`src/rtl/trs_pkg.sv`:
```
package trs_pkg;

    typedef enum logic [1:0] {
        RSN_RESET   = 2'd0,
        RSN_START   = 2'd1,
        RSN_TRAP    = 2'd2,
        RSN_TIMEOUT = 2'd3
    } rsn_e;

    typedef struct packed {
        logic rst_pend;
        logic start_pend;
        logic trap_pend;
        logic en_prev;
    } cond_st_t;

endpackage

```
`src/rtl/trs_cond.sv`:
```
module trs_cond
    import trs_pkg::*;
(
    input  logic       clk_i,
    input  logic       rst_ni,
    input  logic       trace_en_i,
    input  logic       traced_i,
    input  logic       trap_i,
    input  logic       tmo_hit_i,
    output logic       sync_o,
    output rsn_e       reason_o
);

    cond_st_t st_d, st_q;
    logic     rise;
    logic     start_now;
    logic     any_cause;

    always_comb begin
        st_d      = st_q;
        rise      = trace_en_i & ~st_q.en_prev;
        start_now = st_q.start_pend | rise;
        any_cause = st_q.rst_pend | start_now | st_q.trap_pend | tmo_hit_i;
        sync_o    = traced_i & any_cause;

        reason_o = RSN_RESET;
        if (sync_o) begin
            if (st_q.rst_pend)       reason_o = RSN_RESET;
            else if (start_now)      reason_o = RSN_START;
            else if (st_q.trap_pend) reason_o = RSN_TRAP;
            else                     reason_o = RSN_TIMEOUT;
        end

        st_d.rst_pend   = st_q.rst_pend & ~traced_i;
        st_d.start_pend = trace_en_i & start_now & ~traced_i;
        st_d.trap_pend  = (st_q.trap_pend & ~traced_i) | trap_i;
        st_d.en_prev    = trace_en_i;
    end

    always_ff @(posedge clk_i or negedge rst_ni) begin
        if (!rst_ni) begin
            st_q.rst_pend   <= 1'b1;
            st_q.start_pend <= 1'b0;
            st_q.trap_pend  <= 1'b0;
            st_q.en_prev    <= 1'b0;
        end else begin
            st_q <= st_d;
        end
    end

endmodule

```
`src/rtl/trs_timeout.sv`:
```
module trs_timeout #(
    parameter int unsigned CNT_W = 4
) (
    input  logic             clk_i,
    input  logic             rst_ni,
    input  logic             traced_i,
    input  logic             sync_i,
    output logic             hit_o,
    output logic [CNT_W-1:0] cnt_o
);

    localparam logic [CNT_W-1:0] CntTop = {CNT_W{1'b1}};

    logic [CNT_W-1:0] cnt_d, cnt_q;

    always_comb begin
        cnt_d = cnt_q;
        hit_o = (cnt_q == CntTop);
        if (traced_i) begin
            if (sync_i) cnt_d = '0;
            else        cnt_d = cnt_q + 1'b1;
        end
    end

    always_ff @(posedge clk_i or negedge rst_ni) begin
        if (!rst_ni) cnt_q <= '0;
        else         cnt_q <= cnt_d;
    end

    assign cnt_o = cnt_q;

endmodule

```
`src/rtl/trs_cfg.sv`:
```
module trs_cfg #(
    parameter int unsigned CFG_W = 4
) (
    input  logic             clk_i,
    input  logic             rst_ni,
    input  logic             we_i,
    input  logic [CFG_W-1:0] wdata_i,
    output logic [CFG_W-1:0] cfg_o,
    output logic             support_o
);

    typedef struct packed {
        logic [CFG_W-1:0] word;
        logic             sup;
    } cfg_st_t;

    cfg_st_t st_d, st_q;

    always_comb begin
        st_d     = st_q;
        st_d.sup = 1'b0;
        if (we_i) begin
            st_d.sup  = (wdata_i != st_q.word);
            st_d.word = wdata_i;
        end
    end

    always_ff @(posedge clk_i or negedge rst_ni) begin
        if (!rst_ni) st_q <= '0;
        else         st_q <= st_d;
    end

    assign cfg_o     = st_q.word;
    assign support_o = st_q.sup;

endmodule

```
`src/rtl/trace_resync_unit.sv`:
```
module trace_resync_unit
    import trs_pkg::*;
#(
    parameter int unsigned CNT_W    = 4,
    parameter int unsigned CFG_W    = 4,
    parameter int unsigned FULL_BIT = 0
) (
    input  logic             clk_i,
    input  logic             rst_ni,
    input  logic             trace_en_i,
    input  logic             iret_valid_i,
    input  logic             trap_i,
    input  logic             halt_i,
    input  logic             cfg_we_i,
    input  logic [CFG_W-1:0] cfg_wdata_i,
    output logic             sync_req_o,
    output logic [1:0]       sync_reason_o,
    output logic             full_addr_o,
    output logic             support_req_o,
    output logic             last_o
);

    logic             traced;
    logic             sync;
    rsn_e             reason;
    logic             tmo_hit;
    logic [CNT_W-1:0] tmo_cnt;
    logic [CFG_W-1:0] cfg_word;

    assign traced = iret_valid_i & trace_en_i;

    trs_cond u_cond (
        .clk_i      (clk_i),
        .rst_ni     (rst_ni),
        .trace_en_i (trace_en_i),
        .traced_i   (traced),
        .trap_i     (trap_i),
        .tmo_hit_i  (tmo_hit),
        .sync_o     (sync),
        .reason_o   (reason)
    );

    trs_timeout #(.CNT_W(CNT_W)) u_tmo (
        .clk_i    (clk_i),
        .rst_ni   (rst_ni),
        .traced_i (traced),
        .sync_i   (sync),
        .hit_o    (tmo_hit),
        .cnt_o    (tmo_cnt)
    );

    trs_cfg #(.CFG_W(CFG_W)) u_cfg (
        .clk_i     (clk_i),
        .rst_ni    (rst_ni),
        .we_i      (cfg_we_i),
        .wdata_i   (cfg_wdata_i),
        .cfg_o     (cfg_word),
        .support_o (support_req_o)
    );

    always_comb begin
        sync_req_o    = sync;
        sync_reason_o = reason;
        full_addr_o   = traced & (sync | cfg_word[FULL_BIT]);
        last_o        = traced & (trap_i | halt_i);
    end

endmodule

```
`config.mk`:
```
export PLATFORM = sky130hd
export DESIGN_NAME = trace_resync_unit
export DESIGN_NICKNAME = d
export VERILOG_FILES = /design/src/rtl/trs_pkg.sv /design/src/rtl/trs_cond.sv /design/src/rtl/trs_timeout.sv /design/src/rtl/trs_cfg.sv /design/src/rtl/trace_resync_unit.sv
export SDC_FILE = /design/constraint.sdc
export NUM_CORES = 1
export LEC_CHECK = 0
export ABC_AREA = 1
export ABC_CLOCK_PERIOD_IN_PS = 3500
export BUFFER_PORTS_ARGS = -buffer_cell sky130_fd_sc_hd__buf_2
export CAP_MARGIN = 20
export CORE_AREA = 2 2 39 41
export CTS_BUF_LIST = sky130_fd_sc_hd__clkbuf_8
export DETAILED_ROUTE_END_ITERATION = 16
export DIE_AREA = 0 0 41 43
export PLACE_DENSITY = 0.73
export SLEW_MARGIN = 5
export SYNTH_ARGS = -nofsm -noshare
export SYNTH_HDL_FRONTEND = slang
export SYNTH_SLANG_ARGS = --single-unit
```
`constraint.sdc`:
```
create_clock -name clk_i -period 3.5 [get_ports clk_i]
set_clock_uncertainty 0.1 [all_clocks]
set_input_delay 0.175 -clock clk_i [delete_from_list [all_inputs] [get_ports clk_i]]
set_output_delay 0.175 -clock clk_i [all_outputs]
set_load 0.01 [all_outputs]
```
==> flow_metrics.tcl <==
set metrics [dict create \
    criticalPathCategory "register to output port" \
    grt_first_pass_wirelength_um 2010 \
    p_sw_frac 0.243 \
    postCtsSetupBuffers 0 \
    syn_nets 88 \
    part_of_the_yosys_area_used_for_sequential_elements 0.509 \
    power.clock.fraction 0.376 \
    routedWlPerCell_um 9.79 \
    route.detailed.drc 0 \
    timing.critical_path.to_type "output port" \
    yosysUniqueCellTypes 17 \
    intPower_mw 0.257 \
    post-route-min-period_ns 1.76 \
    layout_setup_ws_ns 1.74 \
    status "complete, no violations" \
    timing.final.max_slew_violations 0 \
    static-leakage-power_nw 0.434 \
    rows 14 \
    drtAntennaViolNets 0 \
    layout-area-overhead-vs-synth_pct 24.2 \
    track_usage 0.169 \
    vias 531 \
    cts_num_sinks 13 \
    timing.rr.end "u_tmo.cnt_o[1]" \
    post_synth.cell_area_avg_sq_um 8.45 \
    cts_inserted_buffers 3 \
    timing.hold.worst_endpoint "u_cond.st_q[0]" \
    reg2reg_from "u_tmo.cnt_o[0]" \
    vdd.ir_drop.worst_mv 0.219 \
    via_count_of_the_first_global_routing_pass 486 \
    post-place-ws_ns 1.99 \
    drive_above_1_share 0.268 \
    io-pin-count 17 \
    worstHoldPathType "input pin to register" \
    antenna_violations_before_repair 0 \
    initial_utilization 0.464 \
    postRouteWirelength_um 1110 \
    root_buffer "clkbuf_8" \
    worstPathMaxFanout 4 \
    grt_max_degree 14 \
    combPwrFrac 0.141 \
    worst_hold_startpoint "trace_en_i" \
    globalRoute.totalOverflow 0 \
    fp.dieW_um 41 \
    design.die.area_sq_um 1760 \
    ys_warn_count 0 \
    reg2reg_path_depth 6 \
    antennaDiodeCount 0 \
    worstMarginPinSlew_ns 0.286 \
    synth_cells 76 \
    tritoncts "built" \
    timing.slew.headroom 0.809 \
    holdPathStages 1 \
    post_cts_clock_slew_at_the_launch_and_capture_registers_of_the_worst_setup_and_hold_paths_ns 0.05 \
    drt-initial-drc-count 11 \
    port_buffers 16 \
    globalplace.congestion 0.728 \
    die_h_um 43 \
    syn_std_cell_area_sq_um 642 \
    cp.required_ns 3.22 \
    p_per_area_nw_per_um2 425 \
    vias_per_cell 4.70 \
    clk_latency_ns 0.24 \
    dpl.hpwl_um 879 \
    htree_levels 1 \
    dr.pass1.iters 4 \
    drv_cap 0 \
    start_kind "register" \
    num-nets-final 110 \
    unrepaired_setup_endpoints_after_global_routing "no" \
    worst-endpoint-arrival_ns 1.48 \
    clock_tree.buffer_depth 2 \
    fmax_ghz 0.569 \
    design.core.area_sq_um 1380 \
    fin_crit_sh 0.502 \
    power_dissipated_by_switching_net_loads_mw 0.0822 \
    final_setup_fails 0 \
    sequentialPowerShare 0.483 \
    total_power_mw 0.339 \
    reg2reg_slack_ns 2.16 \
    yosys_register_bits 13 \
    fin_tns_setup_ns 0 \
    finalHoldViolations 0 \
]
-- power by group through the flow --
stage / clock, mW / combinational (mW) / sequential [mW]
4_1_cts: 0.131 / 0.0488 / 0.164
6_report: 0.127 / 0.0477 / 0.164
3_3_place_gp: 0 / 0.0466 / 0.166
3_5_place_dp: 0 / 0.0477 / 0.167
5_1_grt: 0.139 / 0.0564 / 0.165
2_1_floorplan: 0 / 0.0281 / 0.166
-- flip-flops by register name, indices dropped and copies added (netlist names) --
register,cells
u_cfg.cfg_o,4
u_cfg.support_o,1
u_tmo.cnt_o,4
u_cond.st_q,4
-- through the flow --
| stage | instance area (sq um) | instances | util | hold slack [ns] |
|---|---|---|---|---|
| 5_1_grt | 797 | 113 | 0.576 | 0.0103 |
| 6_report | 797 | 113 | 0.576 | 0.0105 |
| 4_1_cts | 797 | 113 | 0.576 | 0.0122 |
| 3_5_place_dp | 742 | 108 | 0.536 | -0.0282 |
| 3_3_place_gp | 742 | 108 | 0.536 | -0.0306 |
| 2_1_floorplan | 642 | 76 | - | -0.221 |
-- routing by layer --
metal / routed length, um / global-route usage
met5: 0 / 0
met1: 525 / 0.235
met4: 30 / 0.100
met3: 50 / 0.0314
met2: 500 / 0.234
-- cell usage after synthesis --
| master | count | area, sq um |
|---|---|---|
| xnor2_1 | 4 | 35.0 |
| nand2_4 | 1 | 11.3 |
| a21oi_1 | 1 | 5.00 |
| nand3_1 | 5 | 25.0 |
| inv_6 | 1 | 8.76 |
| dfrtp_1 | 12 | 300 |
| xor2_1 | 1 | 8.76 |
| nand2_2 | 1 | 6.26 |
| dfstp_2 | 1 | 26.3 |
| nand2_1 | 22 | 82.6 |
| ha_1 | 1 | 12.5 |
| nand3b_1 | 1 | 7.51 |
| nor2_2 | 3 | 18.8 |
| o21bai_1 | 2 | 15.0 |
| inv_1 | 8 | 30.0 |
| o21ai_0 | 3 | 15.0 |
| nor2_1 | 9 | 33.8 |
-- worst max-delay path by stage --
stage,slack (ns),to,start
floorplan,2.18,full_addr_o,u_tmo.cnt_o[0]
global placement,2.04,full_addr_o,u_tmo.cnt_o[0]
global route,1.62,full_addr_o,u_tmo.cnt_o[0]
detailed placement,1.99,full_addr_o,u_tmo.cnt_o[0]
finish,1.74,full_addr_o,u_tmo.cnt_o[0]
CTS,1.72,full_addr_o,u_tmo.cnt_o[0]
-- cells by family after synthesis --
family	count (synthesis)	synth area share
flops	13	0.509
buf+inv	9	0.0604
simple gates	42	0.289
compound gates	6	0.0546
fa+ha+maj	1	0.0195
xor+xnor	5	0.0682
-- cell type report --
class                           count  area, sq um
Clock buffer                        3         41.3
Clock inverter                      1         3.75
Fill cell                         134          587
Inverter                            9         38.8
Multi-Input combinational cell     54          277
Sequential cell                    13          327
Tap cell                           16         20.0
Timing Repair Buffer               17         90.1
-- cells in the final DEF, fill, tap and decap left out, drive strengths merged --
cell type and count:
ha 1, a21oi 1, o21bai 2, o21ai 3, inv 10, dfstp 1, dlygate4sd3 1, dfrtp 12
nand2 24, buf 16, xnor2 4, xor2 1, nor2 12, nand3 5, clkbuf 3, nand3b 1
-- critical path, cell delays in order (launching register included) --
cell,delay (ns)
dfrtp_1,0.40
ha_1,0.23
nand3_1,0.09
nand2_1,0.08
nor2_2,0.20
a21oi_1,0.09
buf_2,0.14
-- repair_timing --
action,4_1_cts,5_1_grt
hold endpoints to repair,13,0
hold buffers,1,0
resized for setup,0,0
Note: power is estimated with default switching activity, not from simulation.
